## src/rtl/btq_pkg.sv

```systemverilog
package btq_pkg;
  typedef struct packed {
    logic push;
    logic pop;
    logic clearAll;
  } btq_strobes_t;
endpackage

```

## src/rtl/btq_ctrl.sv

```systemverilog
module btq_ctrl
  import btq_pkg::*;
(
  input  logic         clk,
  input  logic         porRstN,
  input  logic         branchStrobe,
  input  logic         traceEnWr,
  input  logic         traceEnVal,
  input  logic         rdStrobe,
  output btq_strobes_t stb
);
  logic traceOn;

  always_ff @(posedge clk or negedge porRstN) begin
    if (!porRstN)       traceOn <= 1'b0;
    else if (traceEnWr) traceOn <= traceEnVal;
  end

  always_comb begin
    stb.clearAll = traceEnWr & traceEnVal;
    stb.push     = branchStrobe & traceOn & ~stb.clearAll;
    stb.pop      = rdStrobe & ~stb.clearAll;
  end

  AST_OFF_NO_PUSH: assert property (@(posedge clk) disable iff (!porRstN)
    (traceEnWr && !traceEnVal) |=> !stb.push);
  AST_ON_ALLOWS_PUSH: assert property (@(posedge clk) disable iff (!porRstN)
    (traceEnWr && traceEnVal) |=> (branchStrobe && !traceEnWr) == stb.push);
endmodule

```

## src/rtl/btq_datapath.sv

```systemverilog
module btq_datapath
  import btq_pkg::*;
#(
  parameter int DEPTH = 8,
  parameter int AW    = 28,
  parameter int DW    = 32
) (
  input  logic          clk,
  input  logic          porRstN,
  input  btq_strobes_t  stb,
  input  logic [AW-1:0] newAddr,
  output logic [DW-1:0] headWord
);
  localparam int PADW = DW - 1 - AW;

  logic [DEPTH-1:0] validQ;
  logic [AW-1:0]    addrQ  [DEPTH];
  logic [AW-1:0]    upSrc  [DEPTH];
  logic [AW-1:0]    downSrc[DEPTH];
  logic [DEPTH-1:0] upV;
  logic [DEPTH-1:0] downV;

  assign upV   = {validQ[DEPTH-2:0], 1'b1};
  assign downV = {1'b0, validQ[DEPTH-1:1]};

  for (genvar i = 0; i < DEPTH; i++) begin : g_src
    if (i == 0) begin : g_first
      assign upSrc[i] = newAddr;
    end else begin : g_rest
      assign upSrc[i] = addrQ[i-1];
    end
    if (i == DEPTH - 1) begin : g_last
      assign downSrc[i] = addrQ[i];
    end else begin : g_inner
      assign downSrc[i] = addrQ[i+1];
    end
  end

  always_ff @(posedge clk or negedge porRstN) begin
    if (!porRstN)                 validQ <= '0;
    else if (stb.clearAll)        validQ <= '0;
    else if (stb.push && stb.pop) validQ[0] <= 1'b1;
    else if (stb.push)            validQ <= upV;
    else if (stb.pop)             validQ <= downV;
  end

  always_ff @(posedge clk) begin
    if (!stb.clearAll) begin
      if (stb.push && stb.pop) addrQ[0] <= newAddr;
      else if (stb.push) begin
        for (int i = 0; i < DEPTH; i++) addrQ[i] <= upSrc[i];
      end else if (stb.pop) begin
        for (int i = 0; i < DEPTH; i++) addrQ[i] <= downSrc[i];
      end
    end
  end

  assign headWord = {validQ[0], {PADW{1'b0}}, addrQ[0]};

  AST_PUSH_HEAD: assert property (@(posedge clk) disable iff (!porRstN)
    stb.push |=> validQ[0] && addrQ[0] == $past(newAddr));
  AST_CLEAR_ALL: assert property (@(posedge clk) disable iff (!porRstN)
    stb.clearAll |=> validQ == '0);
  AST_POP_SHIFT: assert property (@(posedge clk) disable iff (!porRstN)
    (stb.pop && !stb.push) |=> !validQ[DEPTH-1] && validQ[0] == $past(validQ[1]));
  AST_SWAP_HOLD: assert property (@(posedge clk) disable iff (!porRstN)
    (stb.pop && stb.push) |=> validQ[DEPTH-1:1] == $past(validQ[DEPTH-1:1]));
  AST_IDLE_STABLE: assert property (@(posedge clk) disable iff (!porRstN)
    (!stb.push && !stb.pop && !stb.clearAll) |=> $stable(validQ));
endmodule

```

## src/rtl/branch_trace_queue.sv

```systemverilog
module branch_trace_queue
  import btq_pkg::*;
#(
  parameter int DEPTH = 8,
  parameter int AW    = 28,
  parameter int DW    = 32
) (
  input  logic          clk,
  input  logic          porRstN,
  input  logic          branchStrobe,
  input  logic [AW-1:0] branchAddr,
  input  logic          traceEnWr,
  input  logic          traceEnVal,
  input  logic          rdStrobe,
  input  logic          wrStrobe,
  output logic [DW-1:0] rdData
);
  btq_strobes_t stb;

  btq_ctrl u_ctrl (
    .clk          (clk),
    .porRstN      (porRstN),
    .branchStrobe (branchStrobe),
    .traceEnWr    (traceEnWr),
    .traceEnVal   (traceEnVal),
    .rdStrobe     (rdStrobe),
    .stb          (stb)
  );

  btq_datapath #(.DEPTH(DEPTH), .AW(AW), .DW(DW)) u_dp (
    .clk      (clk),
    .porRstN  (porRstN),
    .stb      (stb),
    .newAddr  (branchAddr),
    .headWord (rdData)
  );

  AST_WRITE_IGNORED: assert property (@(posedge clk) disable iff (!porRstN)
    (wrStrobe && !rdStrobe && !branchStrobe && !traceEnWr) |=> $stable(rdData));
endmodule

```

## config.mk

```make
export PLATFORM = sky130hd
export DESIGN_NAME = branch_trace_queue
export DESIGN_NICKNAME = d
export VERILOG_FILES = /design/src/rtl/btq_pkg.sv /design/src/rtl/btq_ctrl.sv /design/src/rtl/btq_datapath.sv /design/src/rtl/branch_trace_queue.sv
export SDC_FILE = /design/constraint.sdc
export NUM_CORES = 1
export LEC_CHECK = 0
export BUFFER_PORTS_ARGS = -buffer_cell sky130_fd_sc_hd__buf_2
export CORE_ASPECT_RATIO = 1.75
export CORE_MARGIN = 4
export CORE_UTILIZATION = 45
export DETAILED_ROUTE_END_ITERATION = 7
export PLACE_DENSITY = 0.73
export SLEW_MARGIN = 20
export SYNTH_ARGS = -nofsm -noshare
export SYNTH_HDL_FRONTEND = slang
export SYNTH_SLANG_ARGS = --single-unit
```

## constraint.sdc

```tcl
create_clock -name clk -period 21.5 [get_ports clk]
set_clock_uncertainty 0.05 [all_clocks]
set_input_delay 1.075 -clock clk [delete_from_list [all_inputs] [get_ports clk]]
set_output_delay 1.075 -clock clk [all_outputs]
set_load 0.01 [all_outputs]
```

# Word level (Yosys, flattened, before mapping)
# Memory sizes are Yosys's and may differ from the RTL's.
# Cells that the tools add are included.
dict set report totals {
  memories 1
  ramBits 224
  input_bits 35
  wordCells 49
  out_inout_bits 32
  reg_bits 9
}
dict set report classes {
  bitwise_logic 14
  muxes 26
  n_eq_ne 1
  reduce_logical 4
}
# memory words width read_ports rd_clocked_by_memory_dff wr line_no
set memory_table {}
lappend memory_table {u_dp.addrQ 8 28 8 0 8 btq_datapath.sv:17} ;# logic [AW-1:0] addrQ [DEPTH];
# operator n
set ops {}
lappend ops {{28-bit two-way mux} 9}
lappend ops {{8-bit two-way mux} 3}
lappend ops {{1-bit two-way mux} 13}
lappend ops {{1-bit bitwise OR} 9}
lappend ops {{7-bit two-way mux} 1}
lappend ops {{1-bit bitwise AND} 4}
lappend ops {{4-bit nonzero test} 1}
lappend ops {{3-bit nonzero test} 1}
lappend ops {{2-bit by 1-bit inequality test with 1-bit output (second input constant)} 1}
lappend ops {{2-bit AND reduction} 1}
lappend ops {{1-bit logical AND} 1}
lappend ops {{1-bit inverter} 1}

# Depth between registers and ports, before layout
# Gate-level depths: netlist of run 1.
dict set report depth {
  word_depth 9
  depth_mapped 7
  mapped_depth_nobuf 3
}

# Modules after synthesis
# Synthesis of run 1 repeated with hierarchy kept, for this count alone.
dict set report hier_totals {
  hier_cells 519
  hier_area_um2 9805.7
}
# module n_inst area_per_inst_um2 cells_per_inst seq_area_each_um2
set modules_own_cells {}
lappend modules_own_cells {btq_datapath 1 9749.4 512 6926.6}
lappend modules_own_cells {btq_ctrl 1 56.3 7 25.0}

# Worst setup path before layout of run 1
# No wires, ideal clock.
dict set report synth_timing {
  path_kind {input -> register}
  startpoint {input port branchStrobe}
  endpoint {memory u_dp.addrQ[3][16], in the netlist u_dp.addrQ[0][100], enable pin}
  arrival_ns 9.580
  t_required_ns 20.699
  setup_ns 0.751
  path_stages 4
  slack_ns 11.119
  n_path_buf 2
  cell_sequence {buf_4 > a21bo_2 > clkbuf_1 > a21oi_1}
}
# item line_no
set synth_rtl {}
lappend synth_rtl {{start: declaration} branch_trace_queue.sv:10} ;# input logic branchStrobe,
lappend synth_rtl {{end: declaration} btq_datapath.sv:17}

==> reports/results.tsv, run 1 <==
metric	value	unit
die_h	207.5	µm
ff2ff_path_depth	4	
finalSetupTns	0	ns
use_met2	21.60	%
syn-cell-area	10240	µm²
grt_max_degree	102	
cp.required	21.56	ns
nFillCells	1839	
clock_sinks	233	
fmax	0.2986	GHz
r2r-start	u_ctrl.traceOn	
path_class	in2reg	
drt_drc_violations_left	0	
grt_most_used_layer	met2	
synth_seq_cells	233	
grt_pass1_vias	4878	
syn_to_final_growth	9.190	%
drive_gt1_share	52.00	%
crit_fanout	90	
core_area	22250	µm²
ys_top_cells_by_area	edfxtp_1 (66%), mux2_4 (15%), mux2_2 (10%)	
synth_top_area_share	65.70	%
grtUsageMet3	1.799	%
htreeDepth	1	
final_common_cell	edfxtp_1	
final_core_util	50.24	%
n_antenna_cell	0	
die_w	122.0	µm
antenna_found_initial	0	
clock_path_buffers	3	
clk_pin_slew_worst_paths	0.06	ns
clkPwrFrac	34.5	%
numCtsBuffers	22	
layout.nets	596	
finalPower	1.025	mW
num_io_pins	67	
dp.cells	833	
cts_setup_buffers	0	
slew_violations	0	
ctsResizeCount	0	
overflow	0	
vias_per_cell	5.092	
instances_no_fill	871	
finalHoldViolations	0	
yosysSeqAreaShare	67.90	%
ctsHoldBuffers	0	
critPathArrivalTime	3.41	ns
status	finished clean	
reg2reg_slack	18.43	ns
num_rows	72	
netlist_instances	526	
ant_nets	0	
drtPass1Iterations	4	
power_switching	0.2221	mW
min_period_over_period	15.58	%
gp_congestion	0.7749	
rsz0062_at_grt	false	
post-route-min-period	3.349	ns
cap_violations	0	
grt_use_met1	16.59	%
routed_wl	15960	µm
num_vias	4435	
grt_usage	12.62	%
ir_drop	0.00005402	V
p_leak	4.210	nW
dp_hpwl	9405	µm
yosysTopAreaCell	edfxtp_1	
portBuffers	62	
cp-start-kind	input port	
power.internal	0.8027	mW
post_drt_wl_per_cell	18.32	µm
grt_first_pass_wirelength	26070	µm
r2r-end	u_dp.addrQ[0][179]	
cts_tree	built	
endpoint_kind	flip-flop	
power_frac_comb	10.1	%
start_util	46.01	%
slowest_delay	0.77	ns
drtIter0Drc	346	
clk_latency	0.49	ns
ctsRootBufferMaster	clkbuf_16	
avgSynthCellArea	19.46	µm²
cp_cell_sequence	buf_2 -> nand3b_1 -> a21oi_4 -> buf_4 -> buf_6	
worstMarginPinSlew	1.061	ns
pwr-share-seq	55.4	%
synth.distinct_cells	24	
crit_path_top_delay_cell	buf_4	
cellPowerDensity	91.66	nW/µm²
die-area	25330	µm²
ys_warn_count	0	
mostFrequentLayoutCells	edfxtp_1 (224), mux2_4 (100), mux2_2 (95)	
switching_share	21.67	%
hold_class	in2async	
setup_viol	0	
slew_headroom	29.23	%
[flip-flops by register name (all words and copies together), names as in the netlist]
register,cells
u_ctrl.traceOn,1
u_dp.addrQ,224
u_dp.validQ,8
[metal layers]
layer | vias to the layer above | part of all wire, %
li1 | 2069 | -
met1 | 2262 | 43
met2 | 83 | 52
met3 | 21 | 3.8
met4 | 0 | 1.8
met5 | - | 0
[how the worst max path moves through the flow]
| stage | start | to | slack (ns) | depth (start not counted) |
|---|---|---|---|---|
| after detailed placement | rdStrobe | u_dp.addrQ[0][37] | 17.34 | 5 |
| after CTS | rdStrobe | u_dp.addrQ[0][37] | 17.90 | 5 |
| after floorplan | branchStrobe | u_dp.addrQ[0][100] | 11.12 | 4 |
| after global placement | rdStrobe | u_dp.addrQ[0][37] | 17.52 | 5 |
| final | rdStrobe | u_dp.addrQ[0][179] | 18.15 | 5 |
| after global routing | rdStrobe | u_dp.addrQ[0][98] | 18.02 | 5 |
[logic make-up (layout without fill, tap and decap cells)]
kind of cell | Yosys count | count (layout) | synth area share, %
other cells | 1 | 3 | 0.03663
mux | 197 | 197 | 25.32
flops | 233 | 233 | 67.90
compound gates | 19 | 19 | 1.259
simple gates | 16 | 16 | 0.8066
buf+inv | 60 | 107 | 4.680
[worst max-delay path, delay by kind of cell]
family          cells  cell delay (ns)
buf+inv             3             1.60
compound gates      1             0.23
simple gates        1             0.36
[synth_stat cells]
cell and n:
a21bo_2 1, a21boi_4 1, a21oi_1 10, a22oi_1 6, and2_1 1, and3b_1 1, buf_2 5, buf_4 36
buf_6 15, clkbuf_1 2, conb_1 1, dfrtp_1 9, edfxtp_1 224, inv_1 2, mux2_1 1, mux2_2 95
mux2_4 100, mux2i_1 1, nand2_1 4, nand2_2 1, nand3_1 7, nand3b_1 1, nor2_1 1, o21ai_0 1
[through the flow]
stage / setup slack (ns) / hold WS [ns] / instance area [µm²]
CTS: 17.90 / 0.3596 / 11180
global route: 18.02 / 0.3644 / 11180
detailed placement: 17.34 / 0.3877 / 10530
floorplan: 11.12 / 0.3722 / 10250
finish: 18.15 / 0.3810 / 11180
global placement: 17.52 / 0.3835 / 10530
[power by group through the flow]
stage	Clock [mW]	Sequential (mW)	Combinational (mW)
4_1_cts	0.366	0.568	0.106
6_report	0.353	0.568	0.104
3_5_place_dp	0	0.578	0.105
3_3_place_gp	0	0.575	0.100
2_1_floorplan	0	0.577	0.0922
5_1_grt	0.386	0.572	0.112
[layout make-up]
cell class,count,area [µm²],area share (%)
sequential,233,6952,62.18
multi-input combinational,235,2850,25.50
clock buffer,26,586.8,5.249
tap,296,370.4,3.313
timing repair buffer,67,351.6,3.145
clock inverter,12,61.31,0.5484
inverter,2,7.507,0.06715
Note: power is estimated with default switching activity, not from simulation.
==> run 2: changes to the inputs <==
==> constraint.sdc (replaced) <==
create_clock -name clk -period 3.47 [get_ports clk]
set_clock_uncertainty 0.05 [all_clocks]
set_input_delay 0.1735 -clock clk [delete_from_list [all_inputs] [get_ports clk]]
set_output_delay 0.1735 -clock clk [all_outputs]
set_load 0.01 [all_outputs]
==> run 2 against run 1 <==
  * Count of clock-buffer cells in the layout fell by 1
  * Critical endpoint is now u_dp.addrQ[0][37]
  * Largest cell class unchanged
  * Cell area rose by 3.8%
  * Sequential power rose to 6.2 times the previous value
  * Combinational power rose to 6.6 times the previous value
  * Via count rose by 3.7%
==> reports/results.tsv, run 2 (synthesis results as in run 1) <==
metric	value	unit	change
status	finished clean		unchanged
gp_congestion	0.6969		was 0.7749
worstMarginPinSlew	0.7288	ns	was 1.061 ns
slew_headroom	51.30	%	was 29.23%
vias_per_cell	5.090		was 5.092
clock_sinks	233		unchanged
regMostFlops	u_dp.addrQ		unchanged
drt_drc_violations_left	0		unchanged
path_class	reg2reg		was in2reg
min_path_cells	3		
start_util	46.01	%	unchanged
num_io_pins	67		unchanged
rsz0062_at_grt	false		unchanged
crit_path_top_delay_cell	a21oi_4		was buf_4
num_vias	4601		was 4435
ant_nets	0		unchanged
syn_to_final_growth	13.37	%	was 9.190%
p_leak	4.381	nW	was 4.210 nW
drive_gt1_share	49.34	%	was 52.00%
cellPowerDensity	555.2	nW/µm²	was 91.66 nW/µm²
n_antenna_cell	0		unchanged
setup_viol	0		unchanged
post_drt_wl_per_cell	18.20	µm	was 18.32 µm
ff2ff_path_depth	3		was 4
drtIter0Drc	338		was 346
dp.cells	836		was 833
ir_drop	0.0003074	V	was 0.00005402 V
portBuffers	62		unchanged
dp_hpwl	9652	µm	was 9405 µm
top_regs	u_dp.addrQ: 224 flops, u_dp.validQ: 8 flops, u_ctrl.traceOn: 1 flops		unchanged
grt_max_degree	67		was 102
finalPower	6.444	mW	was 1.025 mW
clk_pin_slew_worst_paths	0.06	ns	about the same
mostFrequentLayoutCells	edfxtp_1 (224), mux2_4 (100), mux2_2 (95)		unchanged
nFillCells	1756		was 1839
final_core_util	52.16	%	was 50.24%
ctsRootBufferMaster	clkbuf_16		unchanged
cp_cell_sequence	nand3b_1 -> a21oi_4 -> buf_12		was buf_2 -> nand3b_1 -> a21oi_4 -> buf_4 -> buf_6
endpoint_kind	flip-flop		unchanged
clock_path_buffers	3		unchanged
grt_usage	13.06	%	was 12.62%
critPathArrivalTime	2.39	ns	was 3.41 ns
htreeDepth	1		unchanged
cp.required	3.58	ns	was 21.56 ns
cap_violations	0		unchanged
overflow	0		unchanged
fmax	0.4392	GHz	
hold_class	in2reg		was in2async
min_period_over_period	65.62	%	
die-area	25330	µm²	unchanged
slew_violations	0		unchanged
slowest_delay	0.70	ns	was 0.77 ns
crit_cells	3		was 5
instances_no_fill	904		was 871
die_h	207.5	µm	unchanged
finalHoldViolations	0		unchanged
cp-start-kind	flip-flop		was input port
crit_family	compound AO/OA/AOI/OAI gates		was buffers and inverters
grt_first_pass_wirelength	26670	µm	was 26070 µm
critPathBufInv	1		was 3
die_w	122.0	µm	unchanged
clk_latency	0.49	ns	about the same
routed_wl	16450	µm	was 15960 µm
layout.nets	631		was 596
num_rows	72		unchanged
crit_fanout	57		was 90
numCtsBuffers	21		was 22
cts_tree	built		unchanged
post-route-min-period	2.277	ns	
core_area	22250	µm²	unchanged
final_common_cell	edfxtp_1		unchanged
antenna_found_initial	0		unchanged
grt_pass1_vias	5007		was 4878
drtPass1Iterations	4		unchanged
largest_reg_flops	224		unchanged
==> run 2: cell count changes in the layout (fill, tap and decap cells not counted), moves of 2 or more <==
cell | before | now
clkinv_1 | 5 | 3
clkbuf_16 | 23 | 21
buf_4 | 4 | 2
bufinv_16 | 0 | 2
dlygate4sd3_1 | 0 | 32
clkinv_2 | 7 | 3
buf_12 | 0 | 7
clkinvlp_4 | 0 | 2
==> run 2: what timing repair did <==
item | CTS | global route
gates resized for setup | 0 | 0
endpoints found under the hold margin | 39 | 0
hold buffers | 32 | 0
setup buffers | 0 | 0
==> run 2: worst min-delay path, delay by kind of cell <==
kind	cells	cell delay, ns
AO/OA/AOI/OAI	1	0.14
buffers and inverters	1	0.13
multiplexers	1	0.08
==> run 2: cell type report <==
class / count / area [µm²] / share of cell area (%)
sequential: 233 / 6952 / 59.89
multi-input combinational: 235 / 2850 / 24.56
timing repair buffer: 103 / 785.8 / 6.769
clock buffer: 25 / 540.5 / 4.657
tap: 296 / 370.4 / 3.191
clock inverter: 10 / 101.3 / 0.8731
inverter: 2 / 7.507 / 0.06468
==> run 2: layer usage <==
layer  GRT usage [%]  vias to the layer above  routed length (µm)
met5               0                        -                   0
met4           4.449                        0                 374
met3           1.718                       22                 505
met2           22.57                       78                8542
met1           16.81                     2367                7029
li1                -                     2134                   -
==> run 2: path summary, 6_finish.rpt <==
| kind | from | endpoint | slack [ns] |
|---|---|---|---|
| setup / recovery | u_ctrl.traceOn | u_dp.addrQ[0][37] | 1.19 |
| hold reg to reg | u_dp.addrQ[0][195] | u_dp.addrQ[0][223] | 0.39 |
| setup reg to reg | u_ctrl.traceOn | u_dp.addrQ[0][37] | 1.19 |
| hold / removal | rdStrobe | u_dp.validQ[0] | 0.05 |
| max in group asynchronous | porRstN | u_dp.validQ[6] | 2.49 |
| min in group asynchronous | porRstN | u_ctrl.traceOn | 0.61 |
==> run 2: power by group <==
part / switching [mW] / leakage (nW) / internal [mW]
clock: 0.978 / 0.309 / 1.26
combinational: 0.288 / 1.82 / 0.401
sequential: 0.121 / 2.25 / 3.40
total: 1.39 / 4.38 / 5.06
==> run 2: stage by stage <==
stage | cell area [µm²] | TNS [ns] | hold WS [ns] | worst slack, ns
after global routing | 11610 | 0 | 0.05920 | 1.036
after global placement | 10630 | 0 | -0.03285 | 1.303
after floorplan | 10270 | -100.61 | -0.1721 | -0.5988
final | 11610 | 0 | 0.04884 | 1.193
after CTS | 11590 | 0 | 0.02929 | 1.218
after detailed placement | 10630 | 0 | -0.02094 | 1.199
==> run 3: changes to the inputs <==
==> constraint.sdc (replaced) <==
create_clock -name clk -period 2.2 [get_ports clk]
set_clock_uncertainty 0.05 [all_clocks]
set_input_delay 0.11 -clock clk [delete_from_list [all_inputs] [get_ports clk]]
set_output_delay 0.11 -clock clk [all_outputs]
set_load 0.01 [all_outputs]
==> run 3 against run 2 <==
  * Via count increased by 1.1%
  * Hold slack improved by 0.091 ns
  * First-iteration DRC count decreased by 37%
  * Final cell count increased by 1.1%
  * Sequential power increased by 58%
  * Power increased by 69%
  * Sequential cell count unchanged
  * Non-clock buffer count increased by 8
  * Sequential share of layout area decreased by 1.3 points
==> reports/results.tsv, run 3 (synthesis results as in run 1) <==
metric	value	unit	change
endpoint_kind	flip-flop		unchanged
htreeDepth	1		unchanged
largest_reg_flops	224		unchanged
num_rows	72		unchanged
finalHoldViolations	0		unchanged
syn_to_final_growth	15.84	%	was 13.37%
cp.required	2.34	ns	was 3.58 ns
status	finished clean		unchanged
path_class	reg2reg		unchanged
grtUsageMet3	1.990	%	was 1.718%
slew_violations	0		unchanged
dp.cells	843		was 836
nFillCells	1723		was 1756
clk_pin_slew_worst_paths	0.06	ns	about the same
core_area	22250	µm²	unchanged
r2r-start	u_ctrl.traceOn		unchanged
power.internal	8.597	mW	was 5.057 mW
grt_pass1_vias	5192		was 5007
min_period_over_period	92.36	%	was 65.62%
grt_usage	13.32	%	was 13.06%
rsz0062_at_grt	false		unchanged
ctsResizeCount	0		unchanged
die_w	122.0	µm	unchanged
hold_class	in2reg		unchanged
switching_share	20.88	%	was 21.52%
final_core_util	53.30	%	was 52.16%
fmax	0.4921	GHz	was 0.4392 GHz
clock_path_buffers	3		unchanged
grt_most_used_layer	met2		unchanged
regMostFlops	u_dp.addrQ		unchanged
grt_max_degree	77		was 67
layout.nets	639		was 631
cts_tree	built		unchanged
drt_drc_violations_left	0		unchanged
clk_latency	0.50	ns	was 0.49 ns
finalPower	10.87	mW	was 6.444 mW
antenna_found_initial	0		unchanged
post-route-min-period	2.032	ns	was 2.277 ns
cellPowerDensity	916.1	nW/µm²	was 555.2 nW/µm²
overflow	0		unchanged
critPathArrivalTime	2.17	ns	was 2.39 ns
power_switching	2.268	mW	was 1.387 mW
num_io_pins	67		unchanged
dp_hpwl	10300	µm	was 9652 µm
post_drt_wl_per_cell	18.36	µm	was 18.20 µm
ctsRootBufferMaster	clkbuf_16		unchanged
drive_gt1_share	50.49	%	was 49.34%
crit_path_top_delay_cell	a21oi_4		unchanged
use_met2	23.01	%	was 22.57%
instances_no_fill	914		was 904
die-area	25330	µm²	unchanged
power_frac_comb	10.3	%	was 10.7%
r2r-end	u_dp.addrQ[0][83]		was u_dp.addrQ[0][37]
placed_area	10730	µm²	was 10630 µm²
cp_cell_sequence	nand3b_1 -> a21oi_4 -> buf_12		unchanged
ant_nets	0		unchanged
crit_fanout	36		was 57
routed_wl	16780	µm	was 16450 µm
gp_congestion	0.7286		was 0.6969
mostFrequentLayoutCells	edfxtp_1 (224), mux2_4 (100), mux2_2 (95)		unchanged
design_area	11860	µm²	was 11610 µm²
grt_use_met1	16.69	%	was 16.81%
worstMarginPinSlew	0.5326	ns	was 0.7288 ns
reg2reg_slack	0.17	ns	was 1.19 ns
start_util	46.01	%	unchanged
grt_first_pass_wirelength	27280	µm	was 26670 µm
pwr-share-seq	51.0	%	was 54.6%
min_path_cells	3		unchanged
ir_drop	0.0005427	V	was 0.0003074 V
n_antenna_cell	0		unchanged
die_h	207.5	µm	unchanged
drtIter0Drc	212		was 338
slew_headroom	64.41	%	was 51.30%
cp-start-kind	flip-flop		unchanged
p_leak	4.509	nW	was 4.381 nW
drtPass1Iterations	4		unchanged
hold_end	u_dp.validQ[5]		was u_dp.validQ[0]
vias_per_cell	5.091		was 5.090
numCtsBuffers	21		unchanged
final_common_cell	edfxtp_1		unchanged
top_regs	u_dp.addrQ: 224 flops, u_dp.validQ: 8 flops, u_ctrl.traceOn: 1 flops		unchanged
ff2ff_path_depth	3		unchanged
clock_sinks	233		unchanged
cap_violations	0		unchanged
setup_viol	0		unchanged
num_vias	4653		was 4601
slowest_delay	0.55	ns	was 0.70 ns
clkPwrFrac	38.7	%	was 34.7%
portBuffers	62		unchanged
hp-start	traceEnVal		was rdStrobe
run 3: layout make-up:
cell class / count / area (µm²) / share of cell area, %
sequential: 233 / 6952 / 58.61
multi-input combinational: 235 / 2850 / 24.03
timing repair buffer: 111 / 888.4 / 7.490
clock buffer: 22 / 529.3 / 4.463
tap: 296 / 370.4 / 3.123
clock inverter: 15 / 262.8 / 2.215
inverter: 2 / 7.507 / 0.06330
run 3: through the flow:
stage | hold WS [ns] | setup WS, ns | setup TNS (ns)
after global placement | -0.09618 | 0.2771 | 0
after floorplan | -0.2356 | -1.869 | -313.97
after global routing | 0.1824 | 0.09987 | 0
after CTS | 0.1109 | 0.1800 | 0
final | 0.1397 | 0.1680 | 0
after detailed placement | -0.08080 | 0.1898 | 0
run 3: how the worst max path moves through the flow:
| stage | slack (ns) | endpoint | start |
|---|---|---|---|
| floorplan | -1.87 | u_dp.addrQ[0][100] | u_ctrl.traceOn |
| global placement | 0.28 | u_dp.addrQ[0][55] | u_ctrl.traceOn |
| detailed placement | 0.19 | u_dp.addrQ[0][55] | u_ctrl.traceOn |
| CTS | 0.18 | u_dp.addrQ[0][109] | u_ctrl.traceOn |
| global route | 0.1 | u_dp.addrQ[0][82] | u_ctrl.traceOn |
| finish | 0.17 | u_dp.addrQ[0][83] | u_ctrl.traceOn |
run 3: repair_timing:
action,CTS,global route
setup buffers,0,0
endpoints found under the hold margin,39,0
hold buffers,34,0
run 3: worst max-delay path: cells and delay by family, from the launching register on:
kind / cells / cell delay [ns]
AO/OA/AOI/OAI: 1 / 0.55
flip-flops: 1 / 0.48
buffers and inverters: 1 / 0.30
AND/OR/NAND/NOR: 1 / 0.33
run 3: power groups by stage:
stage | clock (mW) | sequential (mW) | combinational, mW
2_1_floorplan | 0 | 5.58 | 0.908
3_3_place_gp | 0 | 5.62 | 1.03
3_5_place_dp | 0 | 5.64 | 1.08
4_1_cts | 4.32 | 5.55 | 1.14
5_1_grt | 4.50 | 5.58 | 1.21
6_report | 4.20 | 5.55 | 1.12
run 3: metal layers:
metal  vias to the layer above  part of all wire [%]
met1                      2375                    41
li1                       2155                     -
met2                        90                    52
met3                        33                   3.7
met4                         0                   2.5
met5                         -                     0
